[config.mk]
export PLATFORM = sky130hd
export DESIGN_NAME = cstx_seq
export DESIGN_NICKNAME = d
export VERILOG_FILES = /design/src/rtl/cstx_pkg.sv /design/src/rtl/cstx_page.sv /design/src/rtl/cstx_cursor.sv /design/src/rtl/cstx_busy.sv /design/src/rtl/cstx_seq.sv
export SDC_FILE = /design/constraint.sdc
export NUM_CORES = 1
export LEC_CHECK = 0
export BUFFER_PORTS_ARGS = -buffer_cell sky130_fd_sc_hd__buf_2
export CAP_MARGIN = 30
export CELL_PAD_IN_SITES_DETAIL_PLACEMENT = 1
export CELL_PAD_IN_SITES_GLOBAL_PLACEMENT = 1
export CORE_ASPECT_RATIO = 0.5
export CORE_MARGIN = 4
export CORE_UTILIZATION = 33
export DETAILED_ROUTE_END_ITERATION = 12
export MAX_ROUTING_LAYER = met4
export PLACE_DENSITY = 0.59
export SKIP_CTS_REPAIR_TIMING = 1
export SLEW_MARGIN = 15
export SYNTH_ARGS = -nofsm -noshare
export SYNTH_HDL_FRONTEND = slang
export SYNTH_SLANG_ARGS = --single-unit
[constraint.sdc]
create_clock -name clk -period 2.5 [get_ports clk]
set_input_delay 0.125 -clock clk [delete_from_list [all_inputs] [get_ports clk]]
set_output_delay 0.125 -clock clk [all_outputs]
set_load 0.03 [all_outputs]
[src/rtl/cstx_pkg.sv]
package cstx_pkg;

    localparam int CS_WORD_W = 32;
    localparam int CS_WORDS  = 6;

    typedef enum logic [1:0] {
        EV_NONE  = 2'd0,
        EV_START = 2'd1,
        EV_SECOND = 2'd2
    } frame_ev_e;

    typedef struct packed {
        logic c;
        logic blk;
        logic load_first;
        logic load_last;
    } cs_step_t;

    function automatic frame_ev_e ev_decode(input logic req, input logic first);
        if (!req)
            return EV_NONE;
        return first ? EV_START : EV_SECOND;
    endfunction

endpackage

[src/rtl/cstx_page.sv]
module cstx_page #(
    parameter int WORD_W = 32,
    parameter int WORDS  = 6,
    localparam int WAW   = (WORDS > 1) ? $clog2(WORDS) : 1
) (
    input  logic              clk,
    input  logic              rst,
    input  logic              wr_en,
    input  logic [WAW-1:0]    wr_addr,
    input  logic [WORD_W-1:0] wr_data,
    input  logic [WAW-1:0]    rd_idx,
    output logic [WORD_W-1:0] rd_word
);

    logic [WORD_W-1:0] mem [WORDS];
    logic [WORDS-1:0]  we;

    for (genvar g = 0; g < WORDS; g++) begin : g_we
        assign we[g] = wr_en && (wr_addr == WAW'(g));
    end

    always_ff @(posedge clk) begin
        for (int i = 0; i < WORDS; i++) begin
            if (rst)
                mem[i] <= '0;
            else if (we[i])
                mem[i] <= wr_data;
        end
    end

    always_comb begin
        rd_word = '0;
        for (int i = 0; i < WORDS; i++)
            if (rd_idx == WAW'(i))
                rd_word = mem[i];
    end

endmodule

[src/rtl/cstx_cursor.sv]
module cstx_cursor
    import cstx_pkg::*;
#(
    parameter int WORD_W = 32,
    parameter int WORDS  = 6,
    localparam int WAW   = (WORDS > 1) ? $clog2(WORDS) : 1,
    localparam int BW    = (WORD_W > 1) ? $clog2(WORD_W) : 1
) (
    input  logic              clk,
    input  logic              rst,
    input  frame_ev_e         ev,
    input  logic              tx_en,
    input  logic              cs_en,
    input  logic [WORD_W-1:0] rd_word,
    output logic [WAW-1:0]    rd_idx,
    output cs_step_t          step
);

    localparam logic [BW-1:0]  BIT_LAST  = BW'(WORD_W - 1);
    localparam logic [WAW-1:0] WORD_LAST = WAW'(WORDS - 1);

    logic [BW-1:0]     bit_q;
    logic [WAW-1:0]    word_q;
    logic [WORD_W-1:0] sh_q;
    logic              c_q, blk_q;
    logic              adv, stop, at_word0_bit;
    logic              cur_bit;

    assign adv          = (ev == EV_START) && tx_en && cs_en;
    assign stop         = !cs_en || ((ev == EV_SECOND) && !tx_en);
    assign at_word0_bit = (bit_q == '0);
    assign cur_bit      = at_word0_bit ? rd_word[0] : sh_q[0];
    assign rd_idx       = word_q;

    always_ff @(posedge clk) begin
        if (rst || stop) begin
            bit_q  <= '0;
            word_q <= '0;
            sh_q   <= '0;
            c_q    <= 1'b0;
            blk_q  <= 1'b0;
        end else if (adv) begin
            c_q   <= cur_bit;
            blk_q <= at_word0_bit && (word_q == '0);
            sh_q  <= (at_word0_bit ? rd_word : sh_q) >> 1;
            if (bit_q == BIT_LAST) begin
                bit_q  <= '0;
                word_q <= (word_q == WORD_LAST) ? '0 : word_q + 1'b1;
            end else begin
                bit_q <= bit_q + 1'b1;
            end
        end
    end

    always_comb begin
        step.c          = c_q;
        step.blk        = blk_q;
        step.load_first = adv && !stop && at_word0_bit && (word_q == '0);
        step.load_last  = adv && !stop && at_word0_bit && (word_q == WORD_LAST);
    end

endmodule

[src/rtl/cstx_busy.sv]
module cstx_busy
    import cstx_pkg::*;
(
    input  logic      clk,
    input  logic      rst,
    input  frame_ev_e ev,
    input  logic      tx_en,
    input  logic      cs_en,
    input  logic      load_first,
    input  logic      load_last,
    output logic      cs_busy,
    output logic      tx_busy
);

    logic end_off;
    assign end_off = (ev == EV_SECOND) && !tx_en;

    always_ff @(posedge clk) begin
        if (rst)
            tx_busy <= 1'b0;
        else if (tx_en)
            tx_busy <= 1'b1;
        else if (end_off)
            tx_busy <= 1'b0;
    end

    always_ff @(posedge clk) begin
        if (rst || end_off || !cs_en)
            cs_busy <= 1'b0;
        else if (load_first)
            cs_busy <= 1'b1;
        else if (load_last)
            cs_busy <= 1'b0;
    end

endmodule

[src/rtl/cstx_seq.sv]
module cstx_seq
    import cstx_pkg::*;
#(
    parameter int WORD_W = CS_WORD_W,
    parameter int WORDS  = CS_WORDS,
    localparam int WAW   = (WORDS > 1) ? $clog2(WORDS) : 1
) (
    input  logic              clk,
    input  logic              rst,
    input  logic              tx_en,
    input  logic              cs_en,
    input  logic              sub_req,
    input  logic              sub_first,
    input  logic              wr_en,
    input  logic [WAW-1:0]    wr_addr,
    input  logic [WORD_W-1:0] wr_data,
    output logic              c_bit,
    output logic              blk_start,
    output logic              cs_busy,
    output logic              tx_busy
);

    frame_ev_e         ev;
    logic [WAW-1:0]    rd_idx;
    logic [WORD_W-1:0] rd_word;
    cs_step_t          step;

    assign ev = ev_decode(sub_req, sub_first);

    cstx_page #(.WORD_W(WORD_W), .WORDS(WORDS)) u_page (
        .clk     (clk),
        .rst     (rst),
        .wr_en   (wr_en),
        .wr_addr (wr_addr),
        .wr_data (wr_data),
        .rd_idx  (rd_idx),
        .rd_word (rd_word)
    );

    cstx_cursor #(.WORD_W(WORD_W), .WORDS(WORDS)) u_cursor (
        .clk     (clk),
        .rst     (rst),
        .ev      (ev),
        .tx_en   (tx_en),
        .cs_en   (cs_en),
        .rd_word (rd_word),
        .rd_idx  (rd_idx),
        .step    (step)
    );

    cstx_busy u_busy (
        .clk        (clk),
        .rst        (rst),
        .ev         (ev),
        .tx_en      (tx_en),
        .cs_en      (cs_en),
        .load_first (step.load_first),
        .load_last  (step.load_last),
        .cs_busy    (cs_busy),
        .tx_busy    (tx_busy)
    );

    assign c_bit     = step.c;
    assign blk_start = step.blk;

endmodule

==> results by group, run 1 <==
Status
  – Status: finished clean

Routing
  – Final wirelength: 31500 µm
  – Drc violations: 0
  – Initial DRC count: 515
  – Routed vias/inst: 5.30
  – DR pass1 iterations: 4
  – Routed len/inst: 20.8 µm
  – Via count: 8008
  – Post-DRT Antenna Nets: 0

Timing
  – Final Critical Period: 1.94 ns
  – Final Cycle Share: 77.4%
  – Final setup TNS: 0 ns
  – Final Hold Fails: 0
  – Pin slew with the least headroom to its limit: 0.721 ns
  – Final setup fails: 0
  – Headroom to the max-slew limit: 51.9%
  – RSZ-0062 raised after global routing: false
  – Clock Skew: 0.0118 ns
  – Fmax: 0.517 GHz
  – Max-slew violation count: 0

Global route
  – Largest net degree at the start of global routing: 64
  – Vias in the first global route: 8345
  – Met1 Use GR: 24.5%
  – Initial antenna violation count: 0
  – Met3 Track Usage GR: 2.41%
  – First-pass GRT wire length: 48900 µm
  – GRT Max-Usage Layer: met2
  – Met2 Resource Use GR: 27.1%
  – Overflow after GRT: 0
  – Overall Global Routing Usage: 17.3%

Clock network
  – Clock Latency Late Sink: 0.52 ns
  – H-Tree Depth: 1
  – Clock Tree Root: clkbuf_16
  – CTS buffer count: 23
  – Clock slew at reported path FFs: 0.07 ns
  – CTS Buffer Depth: 3
  – CTS tree: built
  – Clock sinks: 235

Logic synthesis
  – Seq/Total Area, Yosys: 59.2%
  – Top cells by area, synth: edfxtp_1 52%, and2_1 11%, dfxtp_1 7.7%
  – #FFs+latches synth: 235
  – Ys async rst share: 0%
  – Post-synth EDFFs: 192
  – Netlist cell types: 45
  – Yosys warnings: 0
  – Syn avg cell area: 11.2 µm²
  – Cell count after synthesis: 1003
  – Cell Area, Synth: 0.0112 mm²
  – Synth Area in Simple Gates: 20.2%
  – Ys flop type: edfxtp_1
  – Adder-Cell Fraction of Synth Area: 0.447%
  – Synth Area in Compound Gates: 13.7%
  – Count leader, synth: and2_1
  – Top-area cell type share of the netlist area: 51.5%
  – Xor and xnor area share after synthesis: 0.0783%
  – Syn Nets: 1049
  – Post-synth top cells: 193 x and2_1, 192 x edfxtp_1, 73 x nand2_1, 71 x a21oi_1, 66 x clkbuf_1
  – Largest family of logic cells by synthesized area: simple AND/OR/NAND/NOR gates
  – Mux contribution to synthesized area: 3.13%
  – Area leader, netlist: edfxtp_1

Worst setup path
  – Setup crit end: u_cursor.bit_q[2]
  – Reg2reg end: u_cursor.bit_q[2]
  – Startpoint Class: register
  – Max Fanout on Critical Path: 7
  – R2R setup slack: 0.56 ns
  – Worst-path cell chain: ha_1, and3_1, ha_1, or4b_2, a21oi_1
  – Levels on crit path: 5
  – CP Capture Type: register
  – Critical Path Start: u_cursor.bit_q[0]
  – Required time worst endpoint: 2.95 ns
  – Most Frequent Cell on Critical Path: ha_1
  – Reg2reg path depth: 5
  – Worst r2r src: u_cursor.bit_q[0]
  – CP max stage delay: 0.66 ns
  – Critical path class: reg2reg
  – Delay-heaviest family, CP: simple AND/OR/NAND/NOR gates
  – Critical path arrival: 2.39 ns
  – Crit path buf inv count: 0
  – Slowest stage cell, crit path: or4b_2

Finish
  – Layout cells sized above 1: 12.0%
  – Non-Filler Instances: 1510
  – Filler Cells Inserted: 3570
  – # diodes: 0
  – Synth-to-Final Area Change: 16.1%
  – Final net count: 1100
  – Final Core Density: 39.1%

Power and ir drop
  – P per Cell Area: 649 mW/mm²
  – Pleak: 4.59 nW
  – Peak VDD IR: 0.405 mV

Die
  – Die X: 268 µm
  – Die ar.: 0.0371 mm²
  – Initial Utilization: 33.7%
  – Die H: 138 µm
  – IO Count: 46
  – Core Box Area: 0.0332 mm²
  – Cell Rows: 47

Place
  – DP Cell Count: 1438
  – Port bufs: 45
  – Hpwl dp: 18500 µm
  – Gpl congestion: 0.758

Hold path
  – Worst hold path class: in2reg

Run
  – Maximum Capacitance Violations: 0
-- how the worst min path moves through the flow --
stage	slack (ns)	to	from	cells after the start
after detailed placement	0.42	u_busy.tx_busy	tx_en	3
after CTS	-0.12	u_busy.tx_busy	tx_en	3
after global placement	0.41	u_busy.tx_busy	tx_en	3
final	0.008	u_page.mem[0][59]	wr_data[27]	2
after global routing	0.004	u_page.mem[0][59]	wr_data[27]	2
after floorplan	0.24	u_busy.tx_busy	tx_en	2
-- kinds of logic (layout without fill, tap and decap cells) --
group / Yosys count / count (layout)
AND/OR/NAND/NOR: 400 / 400
XOR/XNOR: 1 / 1
AO/OA/AOI/OAI: 238 / 238
buffers and inverters: 90 / 156
multiplexers: 35 / 35
adder cells (fa/ha/maj): 4 / 4
flip-flops: 235 / 235
-- cells in the final DEF, fill, tap and decap left out, types with 31 or more instances in the layout --
cell type / Yosys / layout
a211o_1: 31 / 31
a21oi_1: 71 / 71
and2_1: 193 / 193
buf_2: 16 / 45
buf_4: 0 / 31
dfxtp_1: 43 / 41
dlygate4sd3_1: 0 / 32
edfxtp_1: 192 / 192
mux2i_1: 35 / 35
nand2_1: 73 / 73
nand3_1: 34 / 34
nand3b_1: 32 / 32
nor2_1: 42 / 39
o21ai_0: 64 / 64
o31ai_1: 31 / 31
-- metal layers --
metal  vias up  share of wire, %
met4         0               1.9
met5         -                 0
met1      4113                50
met3        44               2.8
met2        97                45
li1       3754                 -
-- through the flow --
step | power [mW] | setup WS (ns) | hold WS [ns] | instance area (µm²)
2_1_floorplan | 4.84 | 0.405 | 0.242 | 11200
3_3_place_gp | 5.05 | 0.620 | 0.410 | 12000
3_5_place_dp | 5.08 | 0.587 | 0.421 | 12000
4_1_cts | 8.48 | 0.566 | -0.122 | 12700
5_1_grt | 8.75 | 0.444 | 0.00403 | 13000
6_report | 8.43 | 0.564 | 0.00780 | 13000
-- power by group --
part	internal (mW)	switching (mW)
sequential	4.46	0.0825
clock	1.92	1.49
combinational	0.172	0.310
-- registers in the layout, indices dropped and copies added, names as in the netlist --
signal           count
u_busy.cs_busy       1
u_busy.tx_busy       1
u_cursor.bit_q       5
u_cursor.blk_q       1
u_cursor.c_q         1
u_cursor.rd_idx      3
u_cursor.sh_q       31
u_page.mem         192
-- final cells by class --
class	instances	area, µm²	share of cell area (%)
clock buffers	30	612	4.71
clock inverters	10	93.8	0.722
inverters	4	15.0	0.116
multi-input cells	678	4230	32.6
flip-flops and latches	235	6630	51.0
well taps	441	552	4.25
repair buffers	112	858	6.61
Note: power is estimated with default switching activity, not from simulation.
==> run 2, diff against run 1 <==
Settings changed: ABC_AREA from default to 1, PLACE_DENSITY 0.59 to 0.61.
Clock period 2.5 ns to 1.9 ns, I/O delays scaled along.
==> results by group, run 2 <==
Place
  – Port bufs: 45
  – Dpl cell area: 0.0117 mm²
  – DP Cell Count: 1639
  – Gpl congestion: 0.763
  – Hpwl dp: 19200 µm

Worst setup path
  – Critical path class: reg2reg
  – Critical Path Start: u_cursor.rd_idx[1]
  – CP Capture Type: register
  – Delay-heaviest family, CP: flip-flops
  – Required time worst endpoint: 2.32 ns
  – Most Frequent Cell on Critical Path: nand2_1
  – Critical path arrival: 2.17 ns
  – Worst-path cell chain: nand2_1, inv_1, ha_2, buf_12, nor2_1, nand2_1, nand2_1, nand2_1, nand2_1, nand2_1, a21oi_1
  – Startpoint Class: register
  – Slowest stage cell, crit path: dfxtp_1
  – Worst r2r src: u_cursor.rd_idx[1]
  – Crit path buf inv count: 2
  – Max Fanout on Critical Path: 36
  – CP max stage delay: 0.50 ns

Timing
  – Fmax: 0.572 GHz
  – RSZ-0062 raised after global routing: false
  – Final Cycle Share: 92.1%
  – Final Critical Period: 1.75 ns
  – Final setup TNS: 0 ns
  – Headroom to the max-slew limit: 64.8%
  – Pin slew with the least headroom to its limit: 0.526 ns
  – Max-slew violation count: 0
  – Hold slack: -0.0271 ns
  – Final setup fails: 0
  – Final Hold Fails: 11
  – Clock Skew: 0.0208 ns

Routing
  – Routed len/inst: 19.2 µm
  – Final wirelength: 32900 µm
  – Via count: 8580
  – Drc violations: 0
  – DR pass1 iterations: 5
  – Routed vias/inst: 5.01
  – Post-DRT Antenna Nets: 0
  – Initial DRC count: 528

Finish
  – Largest register FFs: 192
  – Non-Filler Instances: 1713
  – Synth-to-Final Area Change: 19.2%
  – Commonest non-fill, non-tap cell in the layout: nor2_1
  – Design Area, Final: 0.0128 mm²
  – Final Core Density: 40.2%
  – Layout cells sized above 1: 10.9%
  – Most frequent cells in the layout: 326 x nor2_1, 211 x nand2_1, 192 x edfxtp_1
  – Final net count: 1309
  – Largest register by flop count: u_page.mem
  – # diodes: 0
  – Biggest regs: u_page.mem x192, u_cursor.sh_q x31, u_cursor.bit_q x5

Hold path
  – Worst hold path class: in2reg
  – Hold Startpoint: wr_data[8]

Global route
  – First-pass GRT wire length: 51500 µm
  – Overall Global Routing Usage: 19.0%
  – Overflow after GRT: 0
  – Largest net degree at the start of global routing: 51
  – Initial antenna violation count: 0
  – Vias in the first global route: 8897

Logic synthesis
  – Count leader, synth: nor2_1
  – Top-area cell type share of the netlist area: 53.5%
  – Synth Area in Simple Gates: 25.0%
  – Seq/Total Area, Yosys: 61.5%
  – Post-synth top cells: 326 x nor2_1, 211 x nand2_1, 192 x edfxtp_1, 79 x inv_1, 76 x a21oi_1
  – Ys async rst share: 0%
  – Post-synth EDFFs: 192
  – Synth Area in Compound Gates: 6.71%
  – Largest family of logic cells by synthesized area: simple AND/OR/NAND/NOR gates
  – Syn Nets: 1243
  – #FFs+latches synth: 235
  – Top cells by area, synth: edfxtp_1 54%, nor2_1 11%, dfxtp_1 8.0%
  – Xor and xnor area share after synthesis: 0.0813%
  – Netlist cell types: 28
  – Cell Area, Synth: 0.0108 mm²
  – Area leader, netlist: edfxtp_1
  – Ys flop type: edfxtp_1
  – Adder-Cell Fraction of Synth Area: 0.464%
  – Cell count after synthesis: 1197
  – Mux contribution to synthesized area: 0%
  – Syn avg cell area: 9.00 µm²
  – Yosys warnings: 0

Power and ir drop
  – P per Cell Area: 896 mW/mm²
  – Pleak: 5.43 nW
  – Peak VDD IR: 0.520 mV

Die
  – Core Box Area: 0.0319 mm²
  – Die X: 264 µm
  – Initial Utilization: 33.7%
  – Die H: 136 µm
  – Cell Rows: 46
  – IO Count: 46
  – Die ar.: 0.0358 mm²

Clock network
  – Clock Tree Root: clkbuf_16
  – CTS buffer count: 24
  – Clock Latency Late Sink: 0.54 ns
  – Clock slew at reported path FFs: 0.06 ns
  – CTS tree: built
  – H-Tree Depth: 1
  – Clock sinks: 235
  – CTS Buffer Depth: 3

Status
  – Status: finished, violations left
  – Failing checks: negative hold slack

Run
  – Maximum Capacitance Violations: 0
[run 2: cell count changes in the layout (fill, tap and decap cells not counted), sizes merged, moves of 35 or more]
cell and delta:
and2 -193, nand3 +37, mux2i -35, nor2 +285, nand4 +37, inv +77, nand2 +138
[run 2: routing by layer]
layer / GRT usage, % / share of wire [%] / vias to the layer above
li1: - / - / 4095
met1: 25.1 / 48 / 4321
met2: 31.9 / 47 / 134
met4: 3.30 / 1.5 / 0
met3: 2.61 / 3.7 / 30
met5: - / 0 / -
[run 2: worst paths after layout]
| path | endpoint | slack [ns] | depth (start not counted) |
|---|---|---|---|
| max | u_cursor.sh_q[9] | 0.15 | 11 |
| min | u_page.mem[1][40] | -0.03 | 3 |
| max reg2reg | u_cursor.sh_q[9] | 0.15 | 11 |
| min reg2reg | u_cursor.sh_q[30] | 0.47 | 2 |
[run 2: cells by family after synthesis]
kind of cell    after synthesis
buf+inv                     161
compound gates              142
simple gates                654
flops                       235
fa+ha+maj                     4
xor+xnor                      1
[run 2: report_power, final]
| part | internal (mW) | switching (mW) |
|---|---|---|
| Clock | 2.82 | 2.07 |
| Combinational | 0.233 | 0.458 |
| Sequential | 5.85 | 0.0799 |
| Total | 8.90 | 2.61 |
[run 2: tightest hold or removal path, delay by kind of cell]
| kind | cells | cell delay, ns |
|---|---|---|
| buf+inv | 2 | 0.16 |
| simple gates | 1 | 0.12 |
[run 2: layout make-up]
class	instances	area, µm²
flip-flops and latches	235	6630
fillers	3666	19100
multi-input cells	801	3470
inverters	81	304
clock inverters	13	111
well taps	432	541
repair buffers	120	1100
clock buffers	31	688
[run 2: through the flow]
stage               setup WS [ns]  power, mW
global route             0.000588       11.9
floorplan               -0.000689       6.38
detailed placement          0.188       6.69
finish                      0.151       11.5
CTS                         0.154       11.6
global placement            0.255       6.67
==> run 3, diff against run 2 <==
Settings changed: RECOVER_POWER from default to 50.
==> results by group, run 3 (synthesis results as in run 2) <==
Timing
  – Clock Skew: 0.0220 ns
  – Final setup fails: 0
  – Final Cycle Share: 91.7%
  – Hold slack: -0.0268 ns
  – RSZ-0062 raised after global routing: false
  – Max-slew violation count: 0
  – Worst setup margin: 0.157 ns
  – Final Critical Period: 1.74 ns
  – Headroom to the max-slew limit: 21.1%
  – Fmax: 0.574 GHz
  – Pin slew with the least headroom to its limit: 1.18 ns
  – Final Hold Fails: 12

Routing
  – Via count: 8560
  – Post-DRT Antenna Nets: 0
  – Routed len/inst: 19.2 µm
  – Drc violations: 0
  – Routed vias/inst: 5.00
  – Final wirelength: 32900 µm
  – DR pass1 iterations: 5
  – Initial DRC count: 555

Worst setup path
  – Required time worst endpoint: 2.32 ns
  – Critical Path Start: u_cursor.rd_idx[1]
  – Critical path arrival: 2.16 ns
  – Critical path class: reg2reg
  – Worst r2r src: u_cursor.rd_idx[1]
  – Max Fanout on Critical Path: 36
  – Startpoint Class: register
  – CP Capture Type: register

Global route
  – First-pass GRT wire length: 51500 µm
  – Initial antenna violation count: 0
  – Overflow after GRT: 0
  – Vias in the first global route: 8897
  – Largest net degree at the start of global routing: 51
  – Overall Global Routing Usage: 19.0%

Power and ir drop
  – Total power: 11.5 mW
  – Seq pwr share: 51.6%
  – Peak VDD IR: 0.522 mV
  – P per Cell Area: 903 mW/mm²
  – Combinational share of power: 5.9%
  – Net Switching: 2.61 mW
  – Int Power: 8.89 mW
  – Clock power frac: 42.5%
  – Net Sw Frac: 22.7%
  – Pleak: 5.38 nW

Finish
  – Largest register by flop count: u_page.mem
  – Design Area, Final: 0.0127 mm²
  – Commonest non-fill, non-tap cell in the layout: nor2_1
  – Synth-to-Final Area Change: 18.1%
  – Final net count: 1309
  – Most frequent cells in the layout: 326 x nor2_1, 211 x nand2_1, 192 x edfxtp_1
  – Biggest regs: u_page.mem x192, u_cursor.sh_q x31, u_cursor.bit_q x5
  – Filler Cells Inserted: 3680
  – FF/Latch Area: 0.00663 mm²
  – Multi-input gate area: 0.00347 mm²
  – Layout cells sized above 1: 10.7%
  – Largest register FFs: 192
  – # diodes: 0
  – Final Core Density: 39.9%

Place
  – Dpl cell area: 0.0117 mm²
  – Port bufs: 45
  – Place WS: 0.188 ns
  – Hpwl dp: 19200 µm
  – Gpl congestion: 0.763

Run
  – Maximum Capacitance Violations: 0

Clock network
  – CTS tree: built
  – CTS Buffer Depth: 3
  – Clock Tree Root: clkbuf_16
  – Clock Latency Late Sink: 0.54 ns
  – Clock sinks: 235
  – H-Tree Depth: 1
  – Clock slew at reported path FFs: 0.06 ns
  – CTS buffer count: 24

Die
  – IO Count: 46
  – Die H: 136 µm
  – Core Box Area: 0.0319 mm²
  – Die X: 264 µm
  – Cell Rows: 46
  – Die ar.: 0.0358 mm²
  – Initial Utilization: 33.7%

Status
  – Failing checks: negative hold slack
  – Status: finished, violations left

Hold path
  – Hold Startpoint: wr_data[8]
  – Worst hold path class: in2reg
-- run 3: changes by cell type in the layout (fill, tap and decap cells not counted), sizes merged --
cell / before / now
buf: 90 / 80
clkbuf: 31 / 41
-- run 3: path summary, 6_finish.rpt --
kind,endpoint,slack (ns),cells past startpoint
max,u_cursor.sh_q[9],0.16,11
min reg2reg,u_cursor.sh_q[30],0.48,2
min,u_page.mem[1][40],-0.03,3
max reg2reg,u_cursor.sh_q[9],0.16,11
-- run 3: layer usage --
layer | vias to the layer above | global-route usage [%] | part of all wire, %
met1 | 4319 | 25.1 | 48
met2 | 111 | 31.9 | 47
met5 | - | - | 0
met3 | 33 | 2.61 | 3.0
met4 | 0 | 3.30 | 1.5
li1 | 4097 | - | -
-- run 3: stage by stage --
stage / instances / TNS (ns)
after detailed placement: 1639 / 0
after CTS: 1683 / 0
after global placement: 1639 / 0
after global routing: 1713 / 0
final: 1713 / 0
after floorplan: 1197 / -0.0124
-- run 3: layout make-up --
type / instances / area share [%]
Timing Repair Buffer: 120 / 7.75
Inverter: 81 / 2.39
Clock inverter: 13 / 0.875
Clock buffer: 31 / 5.41
Sequential cell: 235 / 52.1
Multi-Input combinational cell: 801 / 27.3
Tap cell: 432 / 4.25
-- run 3: worst max-delay path, cell delays in order (launching register included) --
cell and delay, ns:
dfxtp_1 0.49, nand2_1 0.09, inv_1 0.08, ha_2 0.24, buf_12 0.24, nor2_1 0.07
nand2_1 0.07, nand2_1 0.06, nand2_1 0.06, nand2_1 0.05, nand2_1 0.09, a21oi_1 0.05
-- run 3: power by group through the flow --
stage          clock, mW  combinational, mW  sequential (mW)
6_report            4.89              0.673             5.93
5_1_grt             5.21              0.757             5.96
4_1_cts             5.00              0.655             5.93
3_5_place_dp           0              0.651             6.04
3_3_place_gp           0              0.637             6.03
2_1_floorplan          0              0.351             6.03
